## src/rtl/sd4_pkg.sv

```systemverilog
package sd4_pkg;
  localparam int unsigned DIGIT_W = 3;
  typedef logic signed [DIGIT_W-1:0] digit_t;
  typedef logic signed [DIGIT_W:0]   dsum_t;
  typedef logic signed [1:0]         xfer_t;
endpackage

```

## src/rtl/sd4_negate.sv

```systemverilog
module sd4_negate
  import sd4_pkg::*;
#(
  parameter int unsigned NUM_DIGITS = 8,
  localparam int unsigned VEC_W = DIGIT_W * NUM_DIGITS
) (
  input  logic [VEC_W-1:0] vec_i,
  input  logic             neg_i,
  output logic [VEC_W-1:0] vec_o
);
  for (genvar i = 0; i < NUM_DIGITS; i++) begin : g_dig
    digit_t d;
    assign d = digit_t'(vec_i[DIGIT_W*i +: DIGIT_W]);
    assign vec_o[DIGIT_W*i +: DIGIT_W] = neg_i ? -d : d;
  end
endmodule

```

## src/rtl/sd4_slice.sv

```systemverilog
module sd4_slice
  import sd4_pkg::*;
(
  input  digit_t x_i,
  input  digit_t y_i,
  output xfer_t  t_o,
  output digit_t w_o
);
  localparam dsum_t P_HI = 4'sd2;
  localparam dsum_t P_LO = -4'sd2;
  localparam dsum_t RADIX = 4'sd4;

  dsum_t p, w_full;

  always_comb begin
    p = dsum_t'(x_i) + dsum_t'(y_i);
    if (p >= P_HI) begin
      t_o    = 2'sd1;
      w_full = p - RADIX;
    end else if (p <= P_LO) begin
      t_o    = -2'sd1;
      w_full = p + RADIX;
    end else begin
      t_o    = 2'sd0;
      w_full = p;
    end
  end

  // interim digit is within -2..+2 here, so the top bit is redundant
  assign w_o = w_full[DIGIT_W-1:0];
endmodule

```

## src/rtl/sd4_adder.sv

```systemverilog
module sd4_adder
  import sd4_pkg::*;
#(
  parameter int unsigned NUM_DIGITS = 8,
  localparam int unsigned VEC_W = DIGIT_W * NUM_DIGITS
) (
  input  logic [VEC_W-1:0] a_i,
  input  logic [VEC_W-1:0] b_i,
  input  logic             sub_i,
  output logic [VEC_W-1:0] sum_o
);
  logic [VEC_W-1:0] b_eff;
  xfer_t  xfer [NUM_DIGITS];
  digit_t wdig [NUM_DIGITS];
  xfer_t  top_xfer_unused;

  sd4_negate #(.NUM_DIGITS(NUM_DIGITS)) i_negate (
    .vec_i(b_i),
    .neg_i(sub_i),
    .vec_o(b_eff)
  );

  for (genvar i = 0; i < NUM_DIGITS; i++) begin : g_pos
    sd4_slice i_slice (
      .x_i(digit_t'(a_i[DIGIT_W*i +: DIGIT_W])),
      .y_i(digit_t'(b_eff[DIGIT_W*i +: DIGIT_W])),
      .t_o(xfer[i]),
      .w_o(wdig[i])
    );
    if (i == 0) begin : g_lsd
      assign sum_o[DIGIT_W*i +: DIGIT_W] = wdig[i];
    end else begin : g_up
      assign sum_o[DIGIT_W*i +: DIGIT_W] = wdig[i] + digit_t'(xfer[i-1]);
    end
  end

  assign top_xfer_unused = xfer[NUM_DIGITS-1];
endmodule

```

## config.mk

```make
export PLATFORM = sky130hd
export DESIGN_NAME = sd4_adder
export DESIGN_NICKNAME = d
export VERILOG_FILES = /design/src/rtl/sd4_pkg.sv /design/src/rtl/sd4_negate.sv /design/src/rtl/sd4_slice.sv /design/src/rtl/sd4_adder.sv
export SDC_FILE = /design/constraint.sdc
export NUM_CORES = 1
export LEC_CHECK = 0
export BUFFER_PORTS_ARGS = -buffer_cell sky130_fd_sc_hd__buf_2
export CAP_MARGIN = 30
export CORE_MARGIN = 4
export CORE_UTILIZATION = 50
export DETAILED_ROUTE_END_ITERATION = 16
export PLACE_DENSITY = 0.86
export SYNTH_ARGS = -nofsm -noshare
export SYNTH_HDL_FRONTEND = slang
export SYNTH_SLANG_ARGS = --single-unit
```

## constraint.sdc

```tcl
create_clock -name vclk -period 4.55
set_input_delay 0.2275 -clock vclk [all_inputs]
set_output_delay 0.2275 -clock vclk [all_outputs]
set_load 0.01 [all_outputs]
```

==> results by group <==
Worst setup path
  • Largest fanout on the critical path: 3
  • Required time of the worst setup path: about 4.3 ns
  • Startpoint types: input pin
  • WS Path Type: in -> out
  • Setup crit end kind: output pin
  • CP Data Arrival Time: 3.57 ns

Timing
  • RSZ-0062 raised after global routing: false
  • Final hold viol count: 0
  • Pins Over Slew Limit: 0
  • Post-route minimum period: 3.794 ns
  • Final Setup Violations: 0
  • Final Cycle Share: between 80% and 90%
  • Fmax: between 0.2 and 0.3 GHz
  • Slew at the pin with the worst max-slew slack: approximately 0.54 ns
  • Setup TNS: 0 ns
  • Max_slew headroom: a little under two thirds

Drt
  • Remaining DRCs: 0
  • Post-DRT Antenna Nets: 0
  • Wire length per cell after detailed routing: between 10 and 15 um
  • First DRT Iteration DRCs: between 50 and 60
  • Number of vias per cell: about 5
  • Final Routed Wirelength: 4.868 mm
  • DR pass1 iterations: 4
  • Total number of vias: 2,138

Min path
  • HP Class: in -> out

Floorplanning
  • Die X: between 70 and 80 um
  • Total die area: between 5000 and 6000 um^2
  • Num rows: 24
  • IO Pins: 73
  • CORE AREA: about 4400 um^2
  • Die H: around 76 um
  • Initial Util: 52.32%

Final layout
  • Most frequent cells in the layout: buf_2 (73), inv_1 (59), ha_1 (47)
  • Layout cells sized above 1: about a quarter
  • Layout fillers: about 400
  • Commonest non-fill, non-tap cell in the layout: buf_2
  • Diodes inserted: 0
  • CLK BUF: 0
  • Area growth syn-to-layout: 18.31%
  • Non-filler instance count after layout: 415
  • Sequential cell count: 0
  • NumNets Final: between 400 and 500
  • FF/Latch Area: 0 um^2

Global routing
  • GRT Overall Usage: 16.45%
  • GR Layer Usage met1: 19.33%
  • Top Usage Layer GRT: met2
  • Vias in the first global route: about 2.2k
  • Total grt overflow: 0
  • Largest net degree at the start of global routing: 25
  • Met3 usage: 0.8294%
  • First-pass GRT wire length: ~8.6 mm
  • Initial antenna violation count: 0
  • Grt met2 use: 33.39%

Synthesis
  • Syn_nets: roughly 400
  • Register area share after synthesis: 0%
  • Synthesis Warnings: 0
  • Synth cell types: 36
  • Syn_area_per_cell: around 8 um^2
  • Synthesized instance count: 292
  • Mapped cell area: 2310 um^2

Power
  • PD cells: approximately 320 nW/um^2
  • Static Leakage: between 1 and 1.5 nW
  • Seq pwr share: 0%
  • Clk network pwr share: 0%
  • Net Sw Power: 0.4619 mW
  • Maximum VDD drop: about 0.17 mV
  • Internal power: around 0.4 mW
  • Switching Share: between 50% and 60%
  • Logic pwr share: 100.0%

Place
  • DP Wirelength: 4.535 mm
  • Final Wtd Congestion: between 0.9 and 1
  • Port bufs: 73
  • Inst Count DP: just over 400

Job
  • Max-Cap Viols: 0

Outcome
  • Status: complete, no violations

CTS
  • Post_cts resized: 0
  • Cts hold-fix bufs: 0
  • Setup Fix Bufs, Post-CTS: 0
-- cell type report --
class | instances | area [um^2] | share of cell area [%]
multi-input combinational | 231 | 2081 | 76.14
timing repair buffer | 73 | 365.4 | 13.37
tap | 52 | 65.06 | 2.381
inverter | 59 | 221.5 | 8.104
-- metal layers --
metal  vias to the layer above  wire [um]
met3                         2        169
met5                         -          0
met2                        38       2645
met4                         0         14
met1                       979       2039
li1                       1119          -
-- final timing paths --
check | cells past startpoint | slack, ns | end | from
worst max-delay path | 17 | 0.76 | sum_o[8] | b_i[3]
worst min-delay path | 3 | 0.85 | sum_o[0] | a_i[0]
-- Yosys cell counts (all sizes together) --
master,count,share of area [%]
o221a,1,0.49
xor2,11,4.5
xnor2,31,12
a211oi,1,0.54
and4,1,0.38
o31a,2,0.76
o22a,1,0.38
a21boi,1,0.33
ha,47,25
or3,1,0.27
a32oi,1,0.38
nand4,1,0.27
mux2,1,0.49
mux2i,10,4.5
nor3b,1,0.33
a2bb2oi,1,0.38
a21oi,10,2.2
nand2b,14,3.8
nand3,9,2.0
inv,59,9.6
o21ai,15,3.3
clkbuf,2,0.33
a31o,1,0.38
nand2,15,2.4
a21bo,5,2.2
a31oi,9,2.7
nand3b,4,1.3
o2111ai,2,0.76
o211ai,6,2.0
fa,15,13
o21a,2,0.65
nor2b,4,1.1
nor2,8,1.3
-- kinds of logic (layout without fill, tap and decap cells) --
| logic type | Yosys count | in the layout | share of synthesized area [%] |
|---|---|---|---|
| buffers and inverters | 61 | 132 | 9.913 |
| and+or+nand+nor | 58 | 58 | 13.11 |
| AOI/OAI and AO/OA | 58 | 58 | 17.28 |
| muxes | 11 | 11 | 4.984 |
| xor gates and xnor gates | 42 | 42 | 16.25 |
| adders and majority gates | 62 | 62 | 38.46 |
-- worst max-delay path, cell delays in order --
cell,delay [ns]
buf_2,0.09
inv_1,0.04
ha_1,0.26
nand2_1,0.05
o21ai_0,0.13
inv_1,0.09
fa_1,0.42
xnor2_1,0.33
nand2b_1,0.15
nor3b_1,0.34
a32oi_1,0.14
ha_1,0.23
fa_1,0.39
xnor2_1,0.22
xnor2_1,0.17
xnor2_1,0.14
buf_2,0.15
-- metrics by stage --
step                hold WS [ns]  util (%)  setup slack (ns)  area (um^2)  total power, mW
floorplan                 0.6239         -             1.251         2310           0.6296
global route              0.8749     61.90            0.4665         2733           0.9708
CTS                       0.8524     61.90            0.7395         2733           0.8749
detailed placement        0.8485     61.90            0.7480         2733           0.8689
finish                    0.8482     61.90            0.7563         2733           0.8638
global placement          0.8426     61.90            0.9567         2733           0.8389
-- power groups by stage --
stage | sequential [mW] | combinational (mW) | clock, mW
floorplan | 0 | 0.630 | 0
global route | 0 | 0.971 | 0
global placement | 0 | 0.839 | 0
detailed placement | 0 | 0.869 | 0
finish | 0 | 0.864 | 0
CTS | 0 | 0.875 | 0
No activity file was read; power rests on OpenSTA's default activity.
